===== src/rtl/loader_pkg.sv =====
package loader_pkg;

   typedef enum logic [1:0] {
      LD_HDR  = 2'd0,
      LD_DATA = 2'd1,
      LD_DONE = 2'd2
   } ld_state_t;

   localparam logic [7:0] CH_BLANK = 8'h20;
   localparam logic [7:0] CH_ZERO  = 8'h30;
   localparam logic [7:0] CH_NINE  = 8'h39;

   function automatic logic is_digit(input logic [7:0] c);
      return (c >= CH_ZERO) && (c <= CH_NINE);
   endfunction

endpackage


===== src/rtl/loader_len_acc.sv =====
module loader_len_acc
   import loader_pkg::*;
#(
   parameter int MEM_BYTES = 65536,
   localparam int LEN_W = $clog2(MEM_BYTES + 1)
) (
   input  logic             clk,
   input  logic             rst_n,
   input  logic             active,
   input  logic             in_vld,
   input  logic [7:0]       in_byte,
   output logic             hdr_end,
   output logic             hdr_good,
   output logic [LEN_W-1:0] len_val
);

   localparam int PW = LEN_W + 4;
   localparam logic [PW-1:0] LIMIT = PW'(MEM_BYTES);

   logic [LEN_W-1:0] acc;
   logic             too_big;
   logic [PW-1:0]    wide;
   logic [PW-1:0]    prod;

   assign wide = {4'b0000, acc};
   assign prod = (wide << 3) + (wide << 1) + {{LEN_W{1'b0}}, in_byte[3:0]};

   assign hdr_end  = active && in_vld && (in_byte == CH_BLANK);
   assign hdr_good = !too_big && (acc != '0);
   assign len_val  = acc;

   always_ff @(posedge clk or negedge rst_n) begin
      if (!rst_n) begin
         acc     <= '0;
         too_big <= 1'b0;
      end else if (active && in_vld) begin
         if (is_digit(in_byte)) begin
            if (prod > LIMIT) begin
               too_big <= 1'b1;
            end else if (!too_big) begin
               acc <= prod[LEN_W-1:0];
            end
         end else begin
            acc     <= '0;
            too_big <= 1'b0;
         end
      end
   end

   assert_len_bound_R7: assert property (@(posedge clk) disable iff (!rst_n)
      acc <= LEN_W'(MEM_BYTES));

   assert_clear_on_other_R5: assert property (@(posedge clk) disable iff (!rst_n)
      (active && in_vld && !is_digit(in_byte)) |=> (acc == '0 && !too_big));

endmodule


===== src/rtl/loader_seq.sv =====
module loader_seq
   import loader_pkg::*;
#(
   parameter int MEM_BYTES = 65536,
   localparam int LEN_W = $clog2(MEM_BYTES + 1),
   localparam int CNT_W = $clog2(MEM_BYTES)
) (
   input  logic             clk,
   input  logic             rst_n,
   input  logic             in_vld,
   input  logic [7:0]       in_byte,
   input  logic             hdr_end,
   input  logic             hdr_good,
   input  logic [LEN_W-1:0] len_val,
   output logic             in_hdr,
   output logic             wr_q,
   output logic [CNT_W-1:0] idx_q,
   output logic [7:0]       byte_q,
   output logic             done_q
);

   ld_state_t        st;
   logic [CNT_W-1:0] cnt;
   logic [LEN_W-1:0] len_q;
   logic             last_q;
   logic             is_last;

   assign in_hdr  = (st == LD_HDR);
   assign is_last = (LEN_W'({1'b0, cnt}) + LEN_W'(1)) == len_q;

   always_ff @(posedge clk or negedge rst_n) begin
      if (!rst_n) begin
         st     <= LD_HDR;
         cnt    <= '0;
         len_q  <= '0;
         wr_q   <= 1'b0;
         idx_q  <= '0;
         byte_q <= '0;
         last_q <= 1'b0;
         done_q <= 1'b0;
      end else begin
         wr_q   <= 1'b0;
         last_q <= 1'b0;
         if (wr_q && last_q) done_q <= 1'b1;
         unique case (st)
            LD_HDR: begin
               if (hdr_end && hdr_good) begin
                  st    <= LD_DATA;
                  len_q <= len_val;
                  cnt   <= '0;
               end
            end
            LD_DATA: begin
               if (in_vld) begin
                  wr_q   <= 1'b1;
                  idx_q  <= cnt;
                  byte_q <= in_byte;
                  cnt    <= cnt + CNT_W'(1);
                  if (is_last) begin
                     last_q <= 1'b1;
                     st     <= LD_DONE;
                  end
               end
            end
            default: ;
         endcase
      end
   end

   assert_write_from_strobe_R3: assert property (@(posedge clk) disable iff (!rst_n)
      wr_q |-> $past(in_vld));

   assert_index_step_R3: assert property (@(posedge clk) disable iff (!rst_n)
      (st == LD_DATA && in_vld && !is_last) |=> (cnt == $past(cnt) + CNT_W'(1)));

   assert_done_sticky_R9: assert property (@(posedge clk) disable iff (!rst_n)
      $past(done_q) |-> done_q);

   assert_quiet_after_done_R9: assert property (@(posedge clk) disable iff (!rst_n)
      done_q |-> !wr_q);

endmodule


===== src/rtl/loader_wport.sv =====
module loader_wport #(
   parameter int CNT_W     = 16,
   parameter int BUS_BYTES = 4,
   localparam int LANE_W = (BUS_BYTES > 1) ? $clog2(BUS_BYTES) : 1,
   localparam int ADDR_W = CNT_W - $clog2(BUS_BYTES)
) (
   input  logic                   clk,
   input  logic                   rst_n,
   input  logic                   wr,
   input  logic [CNT_W-1:0]       idx,
   input  logic [7:0]             data,
   output logic                   we,
   output logic [ADDR_W-1:0]      addr,
   output logic [BUS_BYTES-1:0]   be,
   output logic [8*BUS_BYTES-1:0] wdata
);

   assign we = wr;

   generate
      if (BUS_BYTES == 1) begin : g_byte_port
         assign addr  = idx;
         assign be    = 1'b1;
         assign wdata = data;
      end else begin : g_word_port
         logic [LANE_W-1:0] lane;
         assign lane = idx[LANE_W-1:0];
         assign addr = idx[CNT_W-1:LANE_W];
         for (genvar k = 0; k < BUS_BYTES; k++) begin : g_lane
            assign be[k]            = (lane == LANE_W'(k));
            assign wdata[8*k +: 8]  = (lane == LANE_W'(k)) ? data : 8'h00;
         end
      end
   endgenerate

   assert_single_lane_R4: assert property (@(posedge clk) disable iff (!rst_n)
      we |-> ($countones(be) == 1));

   assert_lane_onehot_R4: assert property (@(posedge clk) disable iff (!rst_n)
      $onehot0(be));

endmodule


===== src/rtl/image_loader.sv =====
module image_loader #(
   parameter int MEM_BYTES = 65536,
   parameter int BUS_BYTES = 4,
   localparam int CNT_W  = $clog2(MEM_BYTES),
   localparam int LEN_W  = $clog2(MEM_BYTES + 1),
   localparam int ADDR_W = CNT_W - $clog2(BUS_BYTES)
) (
   input  logic                   clk,
   input  logic                   rst_n,
   input  logic [7:0]             rx_byte,
   input  logic                   rx_strobe,
   output logic                   ram_we,
   output logic [ADDR_W-1:0]      ram_addr,
   output logic [BUS_BYTES-1:0]   ram_be,
   output logic [8*BUS_BYTES-1:0] ram_wdata,
   output logic                   done
);

   generate
      if ((MEM_BYTES & (MEM_BYTES - 1)) != 0 || MEM_BYTES < 2) begin : g_bad_mem
         $error("image_loader: MEM_BYTES must be a power of two of at least 2");
      end
      if (BUS_BYTES != 1 && BUS_BYTES != 2 && BUS_BYTES != 4 && BUS_BYTES != 8) begin : g_bad_bus
         $error("image_loader: BUS_BYTES must be 1, 2, 4 or 8");
      end
      if (BUS_BYTES >= MEM_BYTES) begin : g_bad_ratio
         $error("image_loader: BUS_BYTES must be smaller than MEM_BYTES");
      end
   endgenerate

   logic             in_hdr;
   logic             hdr_end;
   logic             hdr_good;
   logic [LEN_W-1:0] len_val;
   logic             wr_q;
   logic [CNT_W-1:0] idx_q;
   logic [7:0]       byte_q;

   loader_len_acc #(.MEM_BYTES(MEM_BYTES)) u_len (
      .clk      (clk),
      .rst_n    (rst_n),
      .active   (in_hdr),
      .in_vld   (rx_strobe),
      .in_byte  (rx_byte),
      .hdr_end  (hdr_end),
      .hdr_good (hdr_good),
      .len_val  (len_val)
   );

   loader_seq #(.MEM_BYTES(MEM_BYTES)) u_seq (
      .clk      (clk),
      .rst_n    (rst_n),
      .in_vld   (rx_strobe),
      .in_byte  (rx_byte),
      .hdr_end  (hdr_end),
      .hdr_good (hdr_good),
      .len_val  (len_val),
      .in_hdr   (in_hdr),
      .wr_q     (wr_q),
      .idx_q    (idx_q),
      .byte_q   (byte_q),
      .done_q   (done)
   );

   loader_wport #(.CNT_W(CNT_W), .BUS_BYTES(BUS_BYTES)) u_wport (
      .clk   (clk),
      .rst_n (rst_n),
      .wr    (wr_q),
      .idx   (idx_q),
      .data  (byte_q),
      .we    (ram_we),
      .addr  (ram_addr),
      .be    (ram_be),
      .wdata (ram_wdata)
   );

   assert_first_cycle_quiet_R1: assert property (@(posedge clk) disable iff (!rst_n)
      $past(!rst_n) |-> (!ram_we && !done));

   assert_no_write_in_header_R6: assert property (@(posedge clk) disable iff (!rst_n)
      ($past(in_hdr) && in_hdr) |-> !ram_we);

endmodule


===== config.mk =====
export PLATFORM = sky130hd
export DESIGN_NAME = image_loader
export DESIGN_NICKNAME = d
export VERILOG_FILES = /design/src/rtl/loader_pkg.sv /design/src/rtl/loader_len_acc.sv /design/src/rtl/loader_seq.sv /design/src/rtl/loader_wport.sv /design/src/rtl/image_loader.sv
export SDC_FILE = /design/constraint.sdc
export NUM_CORES = 1
export LEC_CHECK = 0
export BUFFER_PORTS_ARGS = -buffer_cell sky130_fd_sc_hd__buf_2
export CORE_UTILIZATION = 53
export CTS_CLUSTER_SIZE = 40
export DETAILED_ROUTE_END_ITERATION = 10
export PLACE_DENSITY = 0.77
export SLEW_MARGIN = 20
export SYNTH_ARGS = -nofsm -noshare
export SYNTH_HDL_FRONTEND = slang
export SYNTH_SLANG_ARGS = --single-unit

===== constraint.sdc =====
create_clock -name clk -period 3.14 [get_ports clk]
set_input_delay 0.157 -clock clk [delete_from_list [all_inputs] [get_ports clk]]
set_output_delay 0.157 -clock clk [all_outputs]
set_load 0.05 [all_outputs]

=== Word level (Yosys, flattened, before mapping) ===
Cells that the tools add are included.

* Output and inout port bits: 52
* Word-level logic and storage cells: 67
* Bits of input ports: 11
* Register bits: 80

* $add $sub $neg: 4
* Equal/unequal tests: 12
* Order comparisons: 3
* Mux-type cells: 21
* Reduce and logical (&&, ||, !) cells: 17

{| class="wikitable"
|+ Operators by type and width
! cell !! count
|-
| two-way mux 17 bit || 3
|-
| two-way mux 16 bit || 2
|-
| two-way mux 8 bit || 4
|-
| case mux 16 bit (2 select lines) || 1
|-
| adder 20 x 18 -> 21 bit || 1
|-
| adder 21 x 4 -> 21 bit || 1
|-
| > comparator 21 x 17 -> 1 bit, second input constant || 1
|-
| adder 16 x 1 -> 17 bit, second input constant || 1
|-
| == test 17 bit || 1
|-
| nonzero test 17 bit || 1
|-
| adder 16 x 1 -> 16 bit, second input constant || 1
|-
| == test 8 x 6 -> 1 bit, second input constant || 1
|-
| >= comparator 8 x 6 -> 1 bit, second input constant || 1
|-
| <= comparator 8 x 6 -> 1 bit, second input constant || 1
|-
| inequality test 2 bit, second input constant || 4
|-
| two-way mux 1 bit || 7
|-
| logical AND 1 bit || 6
|-
| two-way mux 2 bit || 3
|-
| AND reduction 2 bit || 3
|-
| AND reduction 3 bit || 2
|-
| == test 2 x 1 -> 1 bit, second input constant || 2
|-
| == test 2 bit, second input constant || 2
|-
| logical NOT 2 bit || 2
|-
| inequality test 2 x 1 -> 1 bit, second input constant || 2
|-
| 4 further kinds || 4
|}

=== Depth between registers and ports, before layout ===
Gate-level depths: netlist (run 1).

* Word-level depth: 6
* Gate-level depth with buffers: 14
* Mapped depth without buffers: 13

=== By module ===
From an unflattened synthesis (run 1), not the netlist that was laid out.

* Cell total of the unflattened synthesis: 616
* Area, all modules: 5512.8 µm²

{| class="wikitable"
|+ Modules (own cells, without submodules)
! module !! cells each !! area each (µm²) !! seq. area each (µm²) !! instances
|-
| loader_seq || 323 || 3052.9 || 1551.5 || 1
|-
| loader_len_acc || 236 || 2044.5 || 450.4 || 1
|-
| loader_wport || 57 || 415.4 || 0.0 || 1
|}

=== Least setup slack after synthesis (run 1) ===
No wires, ideal clock.

* Path kind: register -> register
* Start: reg u_len.acc[0] (netlist: u_len.len_val[0])
* End: reg u_len.acc[13] (netlist: u_len.len_val[13])
* Data arrival time: 3.171 ns
* Library setup time: 0.123 ns
* Setup slack: -0.154 ns
* Buffers on the path: 1
* Stages on the path, launching flop included: 15
* Clock period less this slack: 3.294 ns
* Data required time: 3.017 ns
* Path through: dfrtp_1 -> inv_1 -> fa_1 -> inv_1 -> ha_1 -> a211oi_1 -> o21ai_2 -> a41oi_1 -> o21bai_1 -> xnor2_1 -> nand4_1 -> a21oi_4 -> o21ai_4 -> buf_6 -> o2bb2ai_1

* Longest elaborated chain between the ends: 5
* Elaborated cells between the ends (all ways): 8
* Classes of those cells: add/sub: 2; order compare: 1; eq/ne: 1; mux: 3; reduce/logical: 1

{| class="wikitable"
|+ Ends and longest elaborated chain
! what !! line !! RTL
|-
| from (decl) || loader_len_acc.sv:20 || <nowiki>logic [LEN_W-1:0] acc;</nowiki>
|-
| from (signal assigned) || loader_len_acc.sv:41 || <nowiki>acc <= prod[LEN_W-1:0];</nowiki>
|-
| adder 20 x 18 -> 21 bit * || loader_len_acc.sv:26 || <nowiki>assign prod = (wide << 3) + (wide << 1) + {{LEN_W{1'b0}}, in_byte[3:0]};</nowiki>
|-
| adder 21 x 4 -> 21 bit * || loader_len_acc.sv:26 ||
|-
| > comparator 21 x 17 -> 1 bit or two-way mux 17 bit (tied branches) || loader_len_acc.sv:38, loader_len_acc.sv:40 ||
|-
| inequality test 2 bit (no line) or two-way mux 17 bit (tied branches) || - ||
|-
| AND reduction 3 bit (no line) or two-way mux 17 bit (tied branches) || - ||
|}

Mark *: on every way between the ends. The rest lies on a longest branch, timed or not. The select of a mux whose other input is x is not followed.
A chain may end at the register's enable or synchronous reset.

=== Final worst setup path (run 1) ===
* Start: reg u_len.acc[0] (netlist: u_len.len_val[0])
* End: reg u_len.acc[11] (netlist: u_len.len_val[11])

The elaborated chain is that of the path after synthesis.

==> results.md, run 1 <==
- Status: finished, violations left
- Violated checks: negative setup slack
- Wire per inst: between 15 and 20 um
- Layout Utilization: 68.8%
- Fin crit share: 106%
- Max-slew violations: 0
- Largest area contributor in the netlist: dfrtp_1
- CTS tree: done
- Initial antenna violation count: 0
- Ranking of synthesized cells by area: dfrtp_1, nand2_1, ha_1
- Synthesis-stage register bit count: 80
- Finished Cell Area: 6410 um^2
- Setup tns final: -2.23 ns
- Post-Synth XOR/XNOR Area: 5.94%
- Core Region: 9330 um^2
- P&R area growth vs syn: 24.3%
- CTS buffer count: 9
- GPL Wtd Cong: slightly above 0.9
- Register area share after synthesis: 38.8%
- Number of max-cap violations: 0
- Post-synthesis simple-gate area fraction: 21.6%
- Main combinational cell family by area after synthesis: simple AND/OR/NAND/NOR gates
- CP Class: reg2reg
- Fmax: 0.301 GHz
- Fin crit period: 3.32 ns
- CP Capture Type: flip-flop
- Critical Path Slowest Stage Cell: fa_2
- Vias per cell: 5.67
- Worst path bufs/invs: 2
- Pin count of the biggest net entering global routing: 81
- Worst-Margin Slew: ~0.81 ns
- Distinct cell type count after synthesis: just under 60
- Compound-Gate Fraction of Synth Area: 16.3%
- First-pass GRT wire length: 21,200 um
- Synth Area in Adders: 9.02%
- CP delay by family, top: compound AO/OA/AOI/OAI gates
- CP Max Fanout: 5
- Synthesis warning total: 0
- Worst-path cell chain: inv_2 -> fa_2 -> fa_2 -> nand2b_4 -> a21oi_4 -> o2111a_1 -> or3_4 -> a221oi_2 -> nand4_1 -> a21oi_4 -> o21ai_4 -> buf_6 -> a32o_1
- Worst-Skew Late Latency: 0.36 ns
- CP max stage delay: 0.57 ns
- Dominant synthesized flop cell: dfrtp_1
- DRT Pass-1 Iters: 5
- Commonest cells post-synth: nand2_1, dfrtp_1, o21ai_0
- DRC viols: 0
- Rel. slew slack: between 40% and 50%
- Number of synthesized flops with an enable pin: 0
- I/O Pins: 63
- Number of global-route vias before repair: 4,429
- H-tree levels: 3
- Unrepaired setup endpoints after global routing: true
- Synthesized cell area: 5160 um^2
- Mux contribution to synthesized area: 3.27%
- Max Clock Skew: 0.0170 ns
- Overall routing resource usage: a little over a quarter
- DRT antenna net count: 0
- Port Buffer Count: 62
- Clock sink count: 80
- Maximum clock insertion buffer count: 2
- Routed vias: 4,587
- Synth top area share: 38.8%
- Iteration-0 DRC Markers: 143
- HP Class: in2reg
- Width of the die: roughly 100 um
- Setup slack after layout: -0.185 ns
- Die area: slightly above 10,000 um^2
- Final Hold Violating Endpoints: 0
- Max rail drop VDD: between 0.0002 and 0.0003 V
- Initial Util: 55.3%
- Total wire length: 13,100 um
- Lkg Pwr: 0.00336 uW
- Startpoint types: flip-flop
- Nets: approximately 720
- DP Wirelength: between 9000 and 10,000 um
- Share of layout cells above drive strength 1: 30.0%
- Area post-placement: about 5900 um^2
- P per Cell Area: 312 nW/um^2
- Dpl ws: -0.203 ns
- Total power: 2000 uW
- Grt total ovfl: 0
- Worst Path Required: 3.38 ns
- Synth Instances: 571
- Diode count: 0
- Row count: 35
- Arrival time worst endpoint: 3.57 ns
- Async S/R FF share, synth: 100%
- Syn avg cell area: between 9 and 10 um^2
- Net Count, Synth: 618
- Most numerous cell in the Yosys netlist: nand2_1
- DIE HEIGHT: 101 um
- CTS root buf: clkbuf_8
- Clk pin slew, worst setup/hold paths: 0.10 ns
- Final setup viols: 17
metrics by stage:
stage | instances | hold WS [ns]
after global placement | 781 | 0.364
after global routing | 809 | 0.0256
after CTS | 805 | 0.00279
after floorplan | 571 | -0.139
final | 809 | 0.00909
after detailed placement | 781 | 0.370
tightest hold or removal path, cell delays in order:
cell     delay (ns)
buf_2          0.08
nand2_1        0.04
nand2_1        0.05
kinds of logic (layout without fill, tap and decap cells):
| group | count (synthesis) | count (layout) |
|---|---|---|
| simple gates | 233 | 233 |
| compound gates | 120 | 120 |
| flops | 80 | 80 |
| buf+inv | 52 | 161 |
| fa+ha+maj | 36 | 36 |
| xor+xnor | 35 | 35 |
| mux | 15 | 15 |
flip-flops by register name, indices dropped and copies added (netlist names), 2 cells and up:
| name | count |
|---|---|
| u_len.len_val | 17 |
| u_seq.byte_q | 8 |
| u_seq.cnt | 16 |
| u_seq.idx_q | 16 |
| u_seq.len_q | 17 |
| u_seq.st | 2 |
placed cells by master, fill, tap and decap left out, types with 11 or more instances in the layout:
cell type    n
o21ai_0     35
nand2_1    121
dfrtp_1     80
inv_1       11
nor2_1      14
and3_1      19
buf_4       63
ha_1        30
mux2_2      15
buf_2       61
a21oi_1     16
xor2_1      13
xnor2_1     22
and2_1      27
nand3_1     13
layout make-up:
class,instances,area (um^2)
Multi-Input combinational cell,439,3090
Fill cell,739,2910
Sequential cell,80,2000
Timing Repair Buffer,130,861
Tap cell,129,161
Clock buffer,9,124
Clock inverter,7,119
Inverter,15,56.3
repair_timing:
action,4_1_cts,5_1_grt
endpoints found under the hold margin,10,0
gates cloned,1,0
gates resized for setup,23,14
setup buffers,6,3
pin swaps,25,22
hold buffers,1,0
setup endpoints to repair,18,18
per-layer routing:
metal	vias to the layer above	wire, um	GRT usage [%]
met5	-	0	0
met2	128	6650	46.4
met3	28	526	3.19
met4	0	311	10.9
li1	2213	-	-
met1	2218	5630	33.6
report_power, final:
part	switching [uW]	total [uW]	internal, uW
clock	396	925	529
combinational	32.8	48.7	15.9
sequential	0	1030	1030
total	428	2000	1570
worst paths after layout:
| path | from | end | slack (ns) | cells after the start |
|---|---|---|---|---|
| max | u_len.len_val[0] | u_len.len_val[11] | -0.18 | 13 |
| min | rx_byte[5] | u_seq.byte_q[5] | 0.009 | 3 |
| max reg2reg | u_len.len_val[0] | u_len.len_val[11] | -0.18 | 13 |
| min reg2reg | u_seq.done_q | u_seq.done_q | 0.46 | 1 |
| max in group asynchronous | rst_n | u_seq.len_q[4] | 2.34 | 3 |
| min in group asynchronous | rst_n | u_seq.idx_q[4] | 0.22 | 2 |
Note: power is estimated with default switching activity, not from simulation.
==> inputs of run 2 (changes only) <==
BUFFER_PORTS_ARGS = -buffer_cell sky130_fd_sc_hd__clkbuf_2   (was -buffer_cell sky130_fd_sc_hd__buf_2)
RECOVER_POWER = 25   (was not set)
==> run 2 against run 1 <==
Effect of this change: the flow finishes with violations (max-capacitance violations, max-slew violations, negative setup slack); clock power decreased by 13%; count of clock-buffer cells in the layout unchanged; first-iteration DRC count increased by 55%; non-clock buffer count decreased by 7; fmax increased by 0.12%; sequential share of layout area increased by 0.56 points; global-route usage decreased by 0.16 points; setup slack improved by 0.0041 ns; total power decreased by 6.4%; sequential power about the same; critical path type unchanged; largest power group unchanged.
==> results.md, run 2 (same netlist as run 1, synthesis figures left out) <==
- Grt total ovfl: 0 (unchanged)
- Arrival time worst endpoint: 3.56 ns (about the same)
- Final Hold Violating Endpoints: 0 (unchanged)
- CP Capture Type: flip-flop
- DIE HEIGHT: 101 um (unchanged)
- Clk pin slew, worst setup/hold paths: 0.08 ns (-0.02 ns)
- Setup tns final: -2.23 ns (-0.00397 ns)
- Vias per cell: 5.59 (-1.4%)
- Unrepaired setup endpoints after global routing: true
- Overall routing resource usage: 26.5% (-0.16 points)
- Startpoint types: flip-flop
- Initial antenna violation count: 0 (unchanged)
- Row count: 35 (unchanged)
- Max-slew violations: 81 (+81)
- DRT antenna net count: 0 (unchanged)
- DP Wirelength: 9360 um (-1.6%)
- Port Buffer Count: 62 (unchanged)
- Max rail drop VDD: 0.000199 V (-24%)
- Most frequent cells in the layout: nand2_1, dfrtp_1, clkbuf_2, buf_4, o21ai_0
- HP Class: in2reg
- CTS buffer count: 9 (unchanged)
- DRC viols: 0 (unchanged)
- CTS root buf: clkbuf_8
- Final setup viols: 18 (+1)
- Commonest non-fill, non-tap cell in the layout: nand2_1
- Maximum clock insertion buffer count: 2 (unchanged)
- Worst Path Required: 3.38 ns (about the same)
- Worst-Skew Late Latency: 0.35 ns (about the same)
- Nets: 715 (-0.97%)
- Violated checks: max-capacitance violations, max-slew violations, negative setup slack
- Fin Hold WS: 0.0163 ns (+0.00722 ns)
- Routed vias: 4,477 (-2.4%)
- Setup slack after layout: -0.180 ns (+0.00410 ns)
- Wire per inst: 16.2 um (-0.33%)
- Layout Utilization: 67.5% (-1.2 points)
- DRT Pass-1 Iters: 4 (-1)
- Die area: 10,100 um^2 (unchanged)
- Diode count: 0 (unchanged)
- Width of the die: 101 um (unchanged)
- Clock sink count: 80 (unchanged)
- Total wire length: 12,900 um (-1.3%)
- CP Class: reg2reg
- CP Max Fanout: 10 (+5)
- GPL Wtd Cong: 0.933 (+3.1%)
- Fmax: 0.301 GHz (+0.12%)
- CTS tree: done
- Rel. slew slack: -30.7% (-77 points)
- Lkg Pwr: 0.00327 uW (-2.8%)
- Iteration-0 DRC Markers: 222 (+55%)
- Initial Util: 55.3% (unchanged)
- First-pass GRT wire length: 21,000 um (-0.95%)
- Fin crit share: 106% (-0.13 points)
- Non-Filler Instances: 801 (-0.99%)
- Fin crit period: 3.32 ns (-0.00410 ns)
- Number of global-route vias before repair: 4,280 (-3.4%)
- I/O Pins: 63 (unchanged)
- Status: finished, violations left
- P&R area growth vs syn: 22.1%
- H-tree levels: 3 (unchanged)
- Number of max-cap violations: 1 (+1)
- Post-CTS Hold Buffers: 0 (-1)
- Placed cells: 776 (-0.64%)
- Share of layout cells above drive strength 1: 29.3% (-0.68 points)
- Worst-Margin Slew: 1.96 ns (+1.15 ns)
- Pin count of the biggest net entering global routing: 81 (unchanged)
- Max Clock Skew: 0.0109 ns (-0.00602 ns)
- P per Cell Area: 298 nW/um^2 (-4.7%)
- Core Region: 9330 um^2 (unchanged)
run 2: cell count changes in the layout (fill, tap and decap cells not counted), sizes merged:
cell	previous run	this run
clkbuf	9	71
clkinv	2	3
buf	129	61
bufinv	3	2
inv	15	14
dlygate4sd3	1	0
run 2: path summary, 6_finish.rpt:
kind	startpoint	to	slack (ns)	depth (start not counted)
setup reg to reg	u_len.len_val[2]	u_len.len_val[2]	-0.18	13
min in group asynchronous	rst_n	u_seq.idx_q[4]	0.34	1
max in group asynchronous	rst_n	u_seq.cnt[9]	1.61	1
hold reg to reg	u_seq.last_q	u_seq.done_q	0.45	1
hold / removal	rx_byte[7]	u_seq.byte_q[7]	0.02	3
setup / recovery	u_len.len_val[2]	u_len.len_val[2]	-0.18	13
run 2: cell type report:
type,instances,area (um^2)
Tap cell,129,161
Timing Repair Buffer,123,788
Sequential cell,80,2000
Inverter,15,56.3
Multi-Input combinational cell,439,3080
Clock buffer,9,124
Clock inverter,6,85.1
Fill cell,746,3030
run 2: where the power goes:
group	internal, uW	switching, uW
combinational	10.9	31.4
clock	440	362
sequential	1030	0
run 2: timing repair:
item	4_1_cts	5_1_grt
buffers inserted	8	2
endpoints found under the setup margin	18	18
resized for setup	18	15
pin swaps	19	15
run 2: worst max-delay path, cell delays in order (launching register included):
cell and delay, ns:
dfrtp_1 0.39, buf_4 0.15, ha_1 0.33, ha_4 0.27
o211ai_2 0.21, a21oi_4 0.07, o2111a_1 0.27, or3_4 0.34
a221oi_2 0.31, nand4_1 0.19, a21oi_4 0.21, o21ai_4 0.09
buf_12 0.16, a32o_1 0.20
run 2: routing by layer:
layer / share of wire (%) / vias up / GRT usage (%) / routed length, um
li1: - / 2192 / - / -
met1: 44 / 2163 / 34.6 / 5660
met2: 50 / 96 / 45.8 / 6520
met3: 3.5 / 26 / 2.36 / 454
met4: 2.4 / 0 / 9.70 / 310
met5: 0 / - / 0 / 0
run 2: metrics by stage:
step	cell area (um^2)	setup slack, ns	power [uW]
floorplan	5180	0.00919	1060
global placement	5840	-0.146	1090
detailed placement	5840	-0.197	1090
CTS	6210	-0.167	1880
global route	6300	-0.294	1930
finish	6300	-0.180	1870
